$ cat src/rtl/i2c_rs_pkg.sv
package i2c_rs_pkg;
    typedef enum logic [3:0] {
        ST_IDLE,
        ST_ADDR,
        ST_ADDR_ACK,
        ST_SUB,
        ST_SUB_ACK,
        ST_WDATA,
        ST_WDATA_ACK,
        ST_RDATA,
        ST_RACK
    } rs_state_e;

    localparam logic [7:0] ID_BASE = 8'hC0;
endpackage

$ cat src/rtl/i2c_rs_sync.sv
module i2c_rs_sync #(
    parameter int STAGES = 2
) (
    input  logic clk,
    input  logic rst_n,
    input  logic scl_i,
    input  logic sda_i,
    output logic sda_s,
    output logic scl_rise,
    output logic scl_fall,
    output logic start_det,
    output logic stop_det
);
    logic [STAGES-1:0] scl_ff, sda_ff;
    logic              scl_p, sda_p, scl_s;

    // Bus lines idle high, so every stage resets to 1.
    always_ff @(posedge clk or negedge rst_n) begin
        if (!rst_n) begin
            scl_ff <= '1;
            sda_ff <= '1;
            scl_p  <= 1'b1;
            sda_p  <= 1'b1;
        end else begin
            scl_ff <= {scl_ff[STAGES-2:0], scl_i};
            sda_ff <= {sda_ff[STAGES-2:0], sda_i};
            scl_p  <= scl_ff[STAGES-1];
            sda_p  <= sda_ff[STAGES-1];
        end
    end

    assign scl_s     = scl_ff[STAGES-1];
    assign sda_s     = sda_ff[STAGES-1];
    assign scl_rise  = scl_s & ~scl_p;
    assign scl_fall  = ~scl_s & scl_p;
    assign start_det = scl_s & scl_p & sda_p & ~sda_s;
    assign stop_det  = scl_s & scl_p & ~sda_p & sda_s;
endmodule

$ cat src/rtl/i2c_rs_regs.sv
module i2c_rs_regs #(
    parameter int AW = 8,
    parameter int DW = 8
) (
    input  logic          clk,
    input  logic          rst_n,
    input  logic          we,
    input  logic [AW-1:0] addr,
    input  logic [DW-1:0] wdata,
    output logic [DW-1:0] rdata
);
    localparam int DEPTH = 1 << AW;

    logic [DW-1:0] mem [DEPTH];

    always_ff @(posedge clk or negedge rst_n) begin
        if (!rst_n) begin
            for (int i = 0; i < DEPTH; i++) mem[i] <= '0;
        end else if (we) begin
            mem[addr] <= wdata;
        end
    end

    assign rdata = mem[addr];
endmodule

$ cat src/rtl/i2c_rs_ctrl.sv
module i2c_rs_ctrl
    import i2c_rs_pkg::*;
#(
    parameter int AW    = 8,
    parameter int DW    = 8,
    parameter int SEL_W = 3
) (
    input  logic             clk,
    input  logic             rst_n,
    input  logic             sda_s,
    input  logic             scl_rise,
    input  logic             scl_fall,
    input  logic             start_det,
    input  logic             stop_det,
    input  logic             cfg_multi_id,
    input  logic [SEL_W-1:0] cfg_id_sel,
    input  logic [DW-1:0]    rd_data,
    output logic             wr_en,
    output logic [DW-1:0]    wr_data,
    output logic [AW-1:0]    ptr,
    output rs_state_e        state,
    output logic             sda_oe
);
    localparam int              BW       = $clog2(DW + 1);
    localparam logic [BW-1:0]   LAST_BIT = BW'(DW - 1);
    localparam logic [BW-1:0]   FULL     = BW'(DW);

    rs_state_e       state_q, state_d;
    logic [BW-1:0]   bitcnt_q;
    logic [DW-2:0]   rxsh_q, txsh_q;
    logic [AW-1:0]   ptr_q;
    logic            rw_q, ack_ph_q, oe_q;
    logic [DW-1:0]   rx_byte, id_w;
    logic            rx_state, byte_done, addr_hit, bus_evt;

    assign id_w      = cfg_multi_id ? ID_BASE + DW'({cfg_id_sel, 2'b00}) : ID_BASE;
    assign rx_byte   = {rxsh_q, sda_s};
    assign rx_state  = (state_q == ST_ADDR) || (state_q == ST_SUB) || (state_q == ST_WDATA);
    assign byte_done = rx_state && scl_rise && (bitcnt_q == LAST_BIT);
    assign addr_hit  = rx_byte[DW-1:1] == id_w[DW-1:1];
    assign bus_evt   = start_det || stop_det;

    // Next-state logic
    always_comb begin
        state_d = state_q;
        if (start_det)     state_d = ST_ADDR;
        else if (stop_det) state_d = ST_IDLE;
        else begin
            unique case (state_q)
                ST_IDLE:      state_d = ST_IDLE;
                ST_ADDR:      if (byte_done) state_d = addr_hit ? ST_ADDR_ACK : ST_IDLE;
                ST_ADDR_ACK:  if (scl_fall && ack_ph_q) state_d = rw_q ? ST_RDATA : ST_SUB;
                ST_SUB:       if (byte_done) state_d = ST_SUB_ACK;
                ST_SUB_ACK:   if (scl_fall && ack_ph_q) state_d = ST_WDATA;
                ST_WDATA:     if (byte_done) state_d = ST_WDATA_ACK;
                ST_WDATA_ACK: if (scl_fall && ack_ph_q) state_d = ST_WDATA;
                ST_RDATA:     if (scl_fall && bitcnt_q == FULL) state_d = ST_RACK;
                ST_RACK: begin
                    if (scl_rise && sda_s)          state_d = ST_IDLE;
                    else if (scl_fall && ack_ph_q)  state_d = ST_RDATA;
                end
                default:      state_d = ST_IDLE;
            endcase
        end
    end

    // State register
    always_ff @(posedge clk or negedge rst_n) begin
        if (!rst_n) state_q <= ST_IDLE;
        else        state_q <= state_d;
    end

    // Datapath and outputs
    always_ff @(posedge clk or negedge rst_n) begin
        if (!rst_n) begin
            bitcnt_q <= '0;
            rxsh_q   <= '0;
            txsh_q   <= '0;
            ptr_q    <= '0;
            rw_q     <= 1'b0;
            ack_ph_q <= 1'b0;
            oe_q     <= 1'b0;
        end else if (bus_evt) begin
            bitcnt_q <= '0;
            ack_ph_q <= 1'b0;
            oe_q     <= 1'b0;
        end else begin
            unique case (state_q)
                ST_ADDR, ST_SUB, ST_WDATA: begin
                    if (scl_rise) begin
                        rxsh_q   <= rx_byte[DW-2:0];
                        bitcnt_q <= bitcnt_q + 1'b1;
                    end
                    if (byte_done) begin
                        bitcnt_q <= '0;
                        ack_ph_q <= 1'b0;
                        if (state_q == ST_ADDR)  rw_q  <= rx_byte[0];
                        if (state_q == ST_SUB)   ptr_q <= rx_byte[AW-1:0];
                        if (state_q == ST_WDATA) ptr_q <= ptr_q + 1'b1;
                    end
                end
                ST_ADDR_ACK, ST_SUB_ACK, ST_WDATA_ACK: begin
                    if (scl_fall) begin
                        if (!ack_ph_q) begin
                            oe_q     <= 1'b1;
                            ack_ph_q <= 1'b1;
                        end else begin
                            ack_ph_q <= 1'b0;
                            if (state_q == ST_ADDR_ACK && rw_q) begin
                                txsh_q   <= rd_data[DW-2:0];
                                oe_q     <= ~rd_data[DW-1];
                                bitcnt_q <= '0;
                            end else begin
                                oe_q <= 1'b0;
                            end
                        end
                    end
                end
                ST_RDATA: begin
                    if (scl_rise) bitcnt_q <= bitcnt_q + 1'b1;
                    if (scl_fall) begin
                        if (bitcnt_q == FULL) begin
                            oe_q     <= 1'b0;
                            bitcnt_q <= '0;
                            ack_ph_q <= 1'b0;
                            ptr_q    <= ptr_q + 1'b1;
                        end else begin
                            oe_q   <= ~txsh_q[DW-2];
                            txsh_q <= txsh_q << 1;
                        end
                    end
                end
                ST_RACK: begin
                    if (scl_rise && !sda_s) ack_ph_q <= 1'b1;
                    if (scl_fall && ack_ph_q) begin
                        txsh_q   <= rd_data[DW-2:0];
                        oe_q     <= ~rd_data[DW-1];
                        bitcnt_q <= '0;
                        ack_ph_q <= 1'b0;
                    end
                end
                default: oe_q <= 1'b0;
            endcase
        end
    end

    assign wr_en   = (state_q == ST_WDATA) && byte_done && !bus_evt;
    assign wr_data = rx_byte;
    assign ptr     = ptr_q;
    assign state   = state_q;
    assign sda_oe  = oe_q;
endmodule

$ cat src/rtl/i2c_regslave.sv
module i2c_regslave
    import i2c_rs_pkg::*;
#(
    parameter int AW          = 8,
    parameter int DW          = 8,
    parameter int SEL_W       = 3,
    parameter int SYNC_STAGES = 2
) (
    input  logic             clk,
    input  logic             rst_n,
    input  logic             scl_i,
    input  logic             sda_i,
    output logic             sda_oe,
    input  logic             cfg_multi_id,
    input  logic [SEL_W-1:0] cfg_id_sel
);
    logic          sda_s, scl_rise, scl_fall, start_det, stop_det;
    logic          wr_en;
    logic [DW-1:0] wr_data, rd_data;
    logic [AW-1:0] ptr;
    rs_state_e     ctl_state;

    i2c_rs_sync #(.STAGES(SYNC_STAGES)) u_sync (
        .clk       (clk),
        .rst_n     (rst_n),
        .scl_i     (scl_i),
        .sda_i     (sda_i),
        .sda_s     (sda_s),
        .scl_rise  (scl_rise),
        .scl_fall  (scl_fall),
        .start_det (start_det),
        .stop_det  (stop_det)
    );

    i2c_rs_ctrl #(.AW(AW), .DW(DW), .SEL_W(SEL_W)) u_ctrl (
        .clk          (clk),
        .rst_n        (rst_n),
        .sda_s        (sda_s),
        .scl_rise     (scl_rise),
        .scl_fall     (scl_fall),
        .start_det    (start_det),
        .stop_det     (stop_det),
        .cfg_multi_id (cfg_multi_id),
        .cfg_id_sel   (cfg_id_sel),
        .rd_data      (rd_data),
        .wr_en        (wr_en),
        .wr_data      (wr_data),
        .ptr          (ptr),
        .state        (ctl_state),
        .sda_oe       (sda_oe)
    );

    i2c_rs_regs #(.AW(AW), .DW(DW)) u_regs (
        .clk   (clk),
        .rst_n (rst_n),
        .we    (wr_en),
        .addr  (ptr),
        .wdata (wr_data),
        .rdata (rd_data)
    );
endmodule

$ cat config.mk
export PLATFORM = sky130hd
export DESIGN_NAME = i2c_regslave
export DESIGN_NICKNAME = d
export VERILOG_FILES = /design/src/rtl/i2c_rs_pkg.sv /design/src/rtl/i2c_rs_sync.sv /design/src/rtl/i2c_rs_regs.sv /design/src/rtl/i2c_rs_ctrl.sv /design/src/rtl/i2c_regslave.sv
export SDC_FILE = /design/constraint.sdc
export NUM_CORES = 2
export LEC_CHECK = 0
export BUFFER_PORTS_ARGS = -buffer_cell sky130_fd_sc_hd__buf_4
export CORE_ASPECT_RATIO = 0.7
export CORE_MARGIN = 1.5
export CORE_UTILIZATION = 60
export CTS_BUF_LIST = sky130_fd_sc_hd__clkbuf_4 sky130_fd_sc_hd__clkbuf_8
export DETAILED_ROUTE_END_ITERATION = 10
export HOLD_SLACK_MARGIN = 0.12
export PLACE_DENSITY_LB_ADDON = 0.05
export SLEW_MARGIN = 20
export SYNTH_ARGS = -nofsm -noshare
export SYNTH_HDL_FRONTEND = slang
export SYNTH_SLANG_ARGS = --single-unit
$ cat constraint.sdc
create_clock -name clk -period 3.5 [get_ports clk]
set_clock_uncertainty 0.1 [all_clocks]
set_input_delay 0.875 -clock clk [delete_from_list [all_inputs] [get_ports clk]]
set_output_delay 0.875 -clock clk [all_outputs]
set_load 0.01 [all_outputs]
==> Word-level counts from Yosys, hierarchy flattened <==
Index checks and enable logic that the tools add are counted.
{ "classes": {"eq_ne": 36, "n_reduce_logical": 29, "n_addsub": 3, "magnitude_cmp": 2, "bitwise": 15, "muxes": 60} }
{ "op_table": {"columns": ["cell", "n"], "rows": [
  ["bitwise mux 2048 bit", 1],
  ["2-to-1 mux 4 bit", 19],
  ["2-to-1 mux 8 bit", 9],
  ["binary-select mux 8 bit (select 8 bit)", 1],
  ["demux 8 bit (select 8 bit)", 1],
  ["2-to-1 mux 7 bit", 6],
  ["inequality test 4 x 1 -> 1 bit (second input constant)", 7],
  ["case mux 4 bit (7 select lines)", 1],
  ["inequality test 3 x 1 -> 1 bit (second input constant)", 8],
  ["case mux 7 bit (3 select lines)", 1],
  ["equality test 4 x 3 -> 1 bit (second input constant)", 5],
  ["inequality test 2 x 1 -> 1 bit (second input constant)", 8],
  ["case mux 4 bit (4 select lines)", 1],
  ["case mux 8 bit (2 select lines)", 1],
  ["2-to-1 mux 1 bit", 15],
  ["AND reduction 6 bit", 2],
  ["logical AND 1 bit", 10],
  [">= comparator 9 bit (second input constant)", 1],
  ["< comparator 9 x 1 -> 1 bit (second input constant)", 1],
  ["inverter 8 -> 9 bit", 1],
  ["adder 7 x 6 -> 8 bit (first input constant)", 1],
  ["adder 8 x 1 -> 8 bit (second input constant)", 1],
  ["equality test 4 x 2 -> 1 bit (second input constant)", 2],
  ["equality test 4 bit (second input constant)", 2],
  ["other kinds (22)", 40]
]} }
{ "word_totals": {"word_cells": 413, "in_bits": 8, "regBits": 2087, "output_inout_bits": 1} }

==> Logic depth before layout (Yosys ltp) <==
{ "logic_depth": {"depth_word": 10, "depth_mapped": 13, "mapped_depth_nobuf": 9} }

==> Hierarchy <==
A second synthesis with hierarchy kept.
{ "unflattened": {"hier_cells": 6079, "hier_area_um2": 95086.2} }
{ "by_module_without_submodules": {"columns": ["module", "area_per_inst_um2", "cells_per_inst", "instances", "seq_area_each_um2"], "rows": [
  ["i2c_rs_regs", 92661.4, 5830, 1, 51249.2],
  ["i2c_rs_ctrl", 2234.6, 239, 1, 825.8],
  ["i2c_rs_sync", 190.2, 10, 1, 157.7]
]} }

==> Worst setup path before layout <==
OpenSTA, ideal clock, no wires.
{ "synth_path": {"path_kind": "register -> register", "startpoint": "reg u_ctrl.ptr_q[0], in the netlist u_ctrl.ptr[0]", "endpoint": "reg u_regs.mem[856] (netlist bit)", "setup_time_ps": 125, "path_stages_with_launch": 13, "required_time_ps": 3275, "slack_ps": 199, "n_path_buf": 7, "period_less_slack_ps": 3301, "t_arrival_ps": 3077, "path_cell_list": "dfrtp_1 > buf_6 > buf_12 > buf_6 > buf_6 > buf_6 > clkinv_1 > clkbuf_1 > ha_1 > nand3_4 > buf_4 > nor2_2 > mux2_2"} }
{ "synth_between": {"elab_chain_cells": 6, "elab_cells_between_ends": 7, "classes_between": "order compare: 2; mux: 3; bitwise: 1; reduce/logical: 1"} }
{ "synth_rtl": {"columns": ["item", "line_no", "source"], "rows": [
  ["start, declared", "i2c_rs_ctrl.sv:31", "logic [AW-1:0] ptr_q;"],
  ["start signal, assigned", "i2c_rs_ctrl.sv:98", "if (state_q == ST_SUB) ptr_q <= rx_byte[AW-1:0];"],
  ["start signal, assigned", "i2c_rs_ctrl.sv:99", "if (state_q == ST_WDATA) ptr_q <= ptr_q + 1'b1;"],
  ["start signal, assigned", "i2c_rs_ctrl.sv:126", "ptr_q <= ptr_q + 1'b1;"],
  ["inverter 8 -> 9 bit (not written as such) *", "i2c_rs_regs.sv:20", "mem[addr] <= wdata;"],
  [">= comparator 9 bit (not written as such) or < comparator 9 x 1 -> 1 bit (tied branches)", "i2c_rs_regs.sv:20", null],
  ["logical AND 1 bit (not written as such)", "i2c_rs_regs.sv:20", null],
  ["2-to-1 mux 8 bit (not written as such)", "i2c_rs_regs.sv:20", null],
  ["demux 8 bit (select 8 bit) *", "i2c_rs_regs.sv:20", null],
  ["bitwise mux 2048 bit *", "i2c_rs_regs.sv:20", null],
  ["end signal, assigned by index", "i2c_rs_regs.sv:20", null],
  ["end, declared", "i2c_rs_regs.sv:14", "logic [DW-1:0] mem [DEPTH];"]
]} }
Mark *: on every way between the ends. The rest lies on a longest branch, timed or not.
A chain may end at the register's enable or synchronous reset.

==> Final worst setup path <==
{ "layout_path": {"startpoint": "reg u_ctrl.ptr_q[7], in the netlist u_ctrl.ptr[7]", "endpoint": "reg u_ctrl.txsh_q[1]"} }
{ "layout_between": {"elab_chain_cells": 8, "elab_cells_between_ends": 9, "classes_between": "mux: 8; bitwise: 1"} }
{ "layout_rtl": {"columns": ["item", "line_no", "source"], "rows": [
  ["inverter 8 -> 9 bit (not written as such) *", "i2c_rs_regs.sv:24", "assign rdata = mem[addr];"],
  ["binary-select mux 8 bit (select 8 bit) *", "i2c_rs_regs.sv:24", null],
  ["2-to-1 mux 8 bit (not written as such) * (2 in a row)", "i2c_rs_regs.sv:24", null],
  ["2-to-1 mux 7 bit", "i2c_rs_ctrl.sv:109", "if (state_q == ST_ADDR_ACK && rw_q) begin"],
  ["2-to-1 mux 7 bit", "i2c_rs_ctrl.sv:104", "if (!ack_ph_q) begin"],
  ["2-to-1 mux 7 bit", "i2c_rs_ctrl.sv:103", "if (scl_fall) begin"],
  ["case mux 7 bit (3 select lines) *", "i2c_rs_ctrl.sv:88", "unique case (state_q)"],
  ["end signal, assigned", "i2c_rs_ctrl.sv:110", "txsh_q <= rd_data[DW-2:0];"],
  ["end signal, assigned", "i2c_rs_ctrl.sv:129", "txsh_q <= txsh_q << 1;"],
  ["end signal, assigned", "i2c_rs_ctrl.sv:136", "txsh_q <= rd_data[DW-2:0];"],
  ["end, declared", "i2c_rs_ctrl.sv:30", "logic [DW-2:0] rxsh_q, txsh_q;"]
]} }
Mark *: on every way between the ends. The rest lies on a longest branch, timed or not. The select of a mux whose other input is x is not followed.

==> flow_summary.yaml <==
place:
  hpwl_microns: 193000
  dp.cells: 8482
  port_buffers: 8
  gp_congestion: 0.955
clocking:
  htreeDepth: 5
  root_buffer: "clkbuf_8"
  worstSkewPairLatency_ns: 1.05
  numCtsBuffers: 333
  cts_tree: "built"
  clock-sinks: 2087
  clk_pin_slew_ns: 0.07
  cts_buffer_depth: 4
status:
  violations: "negative setup slack"
  status: "finished, violations left"
setup_path:
  cp_max_fo: 8
  cp_slowest_cell: "dfrtp_1"
  rrSetupSlack_ns: -0.07
  cp_num_buf_inv: 2
  crit_chain: "nand2_1 -> nor3_1 -> buf_4 -> a22oi_1 -> buf_4 -> o22ai_1 -> nor4_1 -> and4_1 -> a31oi_1"
  crit_arrival_ns: 4.41
  max_stage_delay_ns: 0.60
  r2r-start: "u_ctrl.ptr[7]$_DFFE_PN0P_"
  timing.critical_path.mode_cell: "buf_4"
  required_ns: 4.34
  criticalPathCategory: "reg -> reg"
  cp_top_family: "simple AND/OR/NAND/NOR gates"
  r2r-end: "u_ctrl.txsh_q[1]$_DFFE_PN0P_"
  reg2regPathDepth: 9
  critical_path.endpoint_type: "register"
  start_kind: "register"
synthesis:
  ys_types: 87
  syn-num-nets: 6284
  yosys.area_share.simple_pct: 5.49
  synth_top_family_by_area: "multiplexers"
  synthMuxAreaShare_pct: 36.6
  async_flop_share_pct: 100
  synth_area_sq_um: 98300
  synth_edf_count: 0
  yosysTopAreaCellShare_pct: 53.0
  yosys.area.top_type: "dfrtp_1"
  synth.area.top_cells: "dfrtp_1, mux2_2, mux4_2"
  synth_compound_area_share_pct: 2.24
  ys.flop_type: "dfrtp_1"
  synth_fa_ha_area_share_pct: 0.0764
  synth_seq_cells: 2087
  ys_seq_area_share_pct: 53.1
  post_synth.cell_area_avg_sq_um: 15.7
  netlist_instances: 6270
  yosysWarnings: 0
  yosys.area_share.xor_xnor_pct: 0.0534
routing:
  topRoutingLayerUsed: "met5"
  viasPerCell: 6.61
  wl_microns: 289000
  dr_total_vias: 59800
  route.detailed.drc: 0
  ant_nets: 0
  met1_length_microns: 130000
  dr_wl_met2_microns: 123000
  wire_per_inst_microns: 31.9
  drt-initial-drc-count: 6035
  route.met3.wl_microns: 28100
  first_pass_iters: 6
hold_path:
  hold_class: "reg -> reg"
  min_path_cells: 0
  hold_start: "u_sync.scl_ff[0]$_DFF_PN1_"
  min_to: "u_sync.scl_ff[1]$_DFF_PN1_"
die:
  die_h_microns: 342
  rows: 124
  die_w_microns: 487
  core_sq_um: 163000
  die_area_sq_um: 166000
  ios: 9
  start_util_pct: 60.3
cells_and_area:
  layout_common_cells: "dfrtp_1, mux2_2, mux4_2, clkbuf_8, buf_4"
  fin_cells: 9046
  final_common_cell: "dfrtp_1"
  drive_above_1_share_pct: 56.2
  final_nets: 6629
  finish.utilization_pct: 68.0
  area_growth_pct: 12.8
sta:
  max_freq_mhz: 280
  final_max_slew_viol_count: 0
  fin_crit_ns: 3.57
  finalSetupTns_ns: -0.0747
  max_slew_margin_pct: 18.3
  finalCritPeriodShare_pct: 102
  worst_pin_slew_ns: 1.23
  setup_viol: 1
  finalWorstSetupSlack_ns: -0.0747
  hold_viol_final: 0
  holdWs_ns: 0.257
grt:
  grt_antenna_before_repair: 10
  grt_pass1_wl_microns: 430000
  grt_pass1_vias: 60700
  grt_max_degree: 210
  track_usage_pct: 35.3
  overflow: 0
power_and_ir_drop:
  ir_worst_vdd_v: 0.000444
  total_leakage_power_uw: 0.0545
  power.density_nw_per_um2: 566
flow_run:
  maxCapViolCount: 0
==> cell type report <==
cell class | count | area, sq um
Tap cell | 2205 | 2760
Inverter | 14 | 57.6
Antenna cell | 6 | 15.0
Timing Repair Buffer | 488 | 5120
Clock inverter | 25 | 214
Clock buffer | 530 | 6630
Multi-Input combinational cell | 3691 | 43900
Sequential cell | 2087 | 52300
Fill cell | 11200 | 52100
==> cells in the mapped netlist, types with 5 or more instances <==
cell type  count
dfrtp_1     2081
mux2_2      1975
mux4_2       491
clkbuf_1     283
mux2i_1      151
nand2_1      129
nor2_2       111
mux2_1       100
nor2_8       100
buf_2         99
a22oi_1       66
a21oi_1       63
nand3_1       60
nor2_4        48
nor2_1        46
buf_4         40
o21ai_0       31
buf_6         27
nor3_1        27
buf_1         23
nor2b_1       21
o22ai_1       20
a31oi_1       18
nand3_4       16
nand4_1       13
a211oi_1      12
a22o_1        12
nand2b_1      12
o211ai_1      12
a221oi_1      11
inv_1         10
nor4_1        10
o2111ai_1      9
a2111oi_0      8
a32oi_1        8
and2_1         7
o31ai_1        7
and3_1         6
dfstp_2        6
ha_1           6
a311oi_1       5
o221ai_1       5
==> layer usage <==
metal  global-route usage, %  vias to the layer above
met5                       0                        -
li1                        -                    24200
met2                    48.9                     2615
met1                    54.5                    32500
met3                    9.92                      494
met4                    9.88                        2
==> worst max path at each step <==
stage                                         start                           end  depth (start not counted)  slack, ns
after floorplan           u_ctrl.ptr[0]$_DFFE_PN0P_   u_regs.mem[856]$_DFFE_PN0P_                         12       0.20
after global placement    u_ctrl.ptr[0]$_DFFE_PN0P_  u_ctrl.txsh_q[4]$_DFFE_PN0P_                         10      -0.23
after detailed placement  u_ctrl.ptr[0]$_DFFE_PN0P_  u_ctrl.txsh_q[2]$_DFFE_PN0P_                         11      -0.19
after CTS                 u_ctrl.ptr[0]$_DFFE_PN0P_  u_ctrl.txsh_q[2]$_DFFE_PN0P_                         11      0.001
after global routing      u_ctrl.ptr[0]$_DFFE_PN0P_  u_ctrl.txsh_q[1]$_DFFE_PN0P_                         10      -0.01
final                     u_ctrl.ptr[7]$_DFFE_PN0P_  u_ctrl.txsh_q[1]$_DFFE_PN0P_                          9      -0.07
==> report_power, final <==
part / internal (uW) / leakage [uW] / switching (uW)
Sequential: 24300 / 0.0291 / 843
Clock: 12100 / 0.00365 / 9710
Combinational: 5430 / 0.0218 / 10400
==> metrics by stage <==
stage / instance area, sq um / power, uW / worst slack (ns)
after floorplan: 98300 / 33700 / 0.199
after global placement: 104000 / 40900 / -0.227
after detailed placement: 104000 / 41000 / -0.190
after CTS: 111000 / 62800 / 0.000953
after global routing: 111000 / 64600 / -0.0132
final: 111000 / 62800 / -0.0747
==> registers in the layout, indices dropped and copies added, names as in the netlist <==
register / cells
u_ctrl.ack_ph_q: 1
u_ctrl.bitcnt_q: 4
u_ctrl.ptr: 8
u_ctrl.rw_q: 1
u_ctrl.rxsh_q: 7
u_ctrl.sda_oe: 1
u_ctrl.state: 4
u_ctrl.txsh_q: 7
u_regs.mem: 2048
u_sync.scl_ff: 2
u_sync.scl_p: 1
u_sync.sda_ff: 2
u_sync.sda_p: 1
==> cell families (layout without fill, tap and decap cells) <==
kind of cell	after synthesis	after routing
and+or+nand+nor	646	646
AOI/OAI and AO/OA	315	315
xor gates and xnor gates	6	6
muxes	2718	2718
adders and majority gates	6	6
buffers and inverters	492	1057
other	0	6
DFF	2087	2087
==> what timing repair did <==
| action | in CTS | in global routing |
|---|---|---|
| setup buffers | 2 | 0 |
| hold buffers | 3 | 0 |
| endpoints found under the hold margin | 180 | 0 |
| pin swaps | 0 | 1 |
| endpoints found under the setup margin | 5 | 3 |
| resized for setup | 5 | 6 |
(Power assumes the default switching activity.)
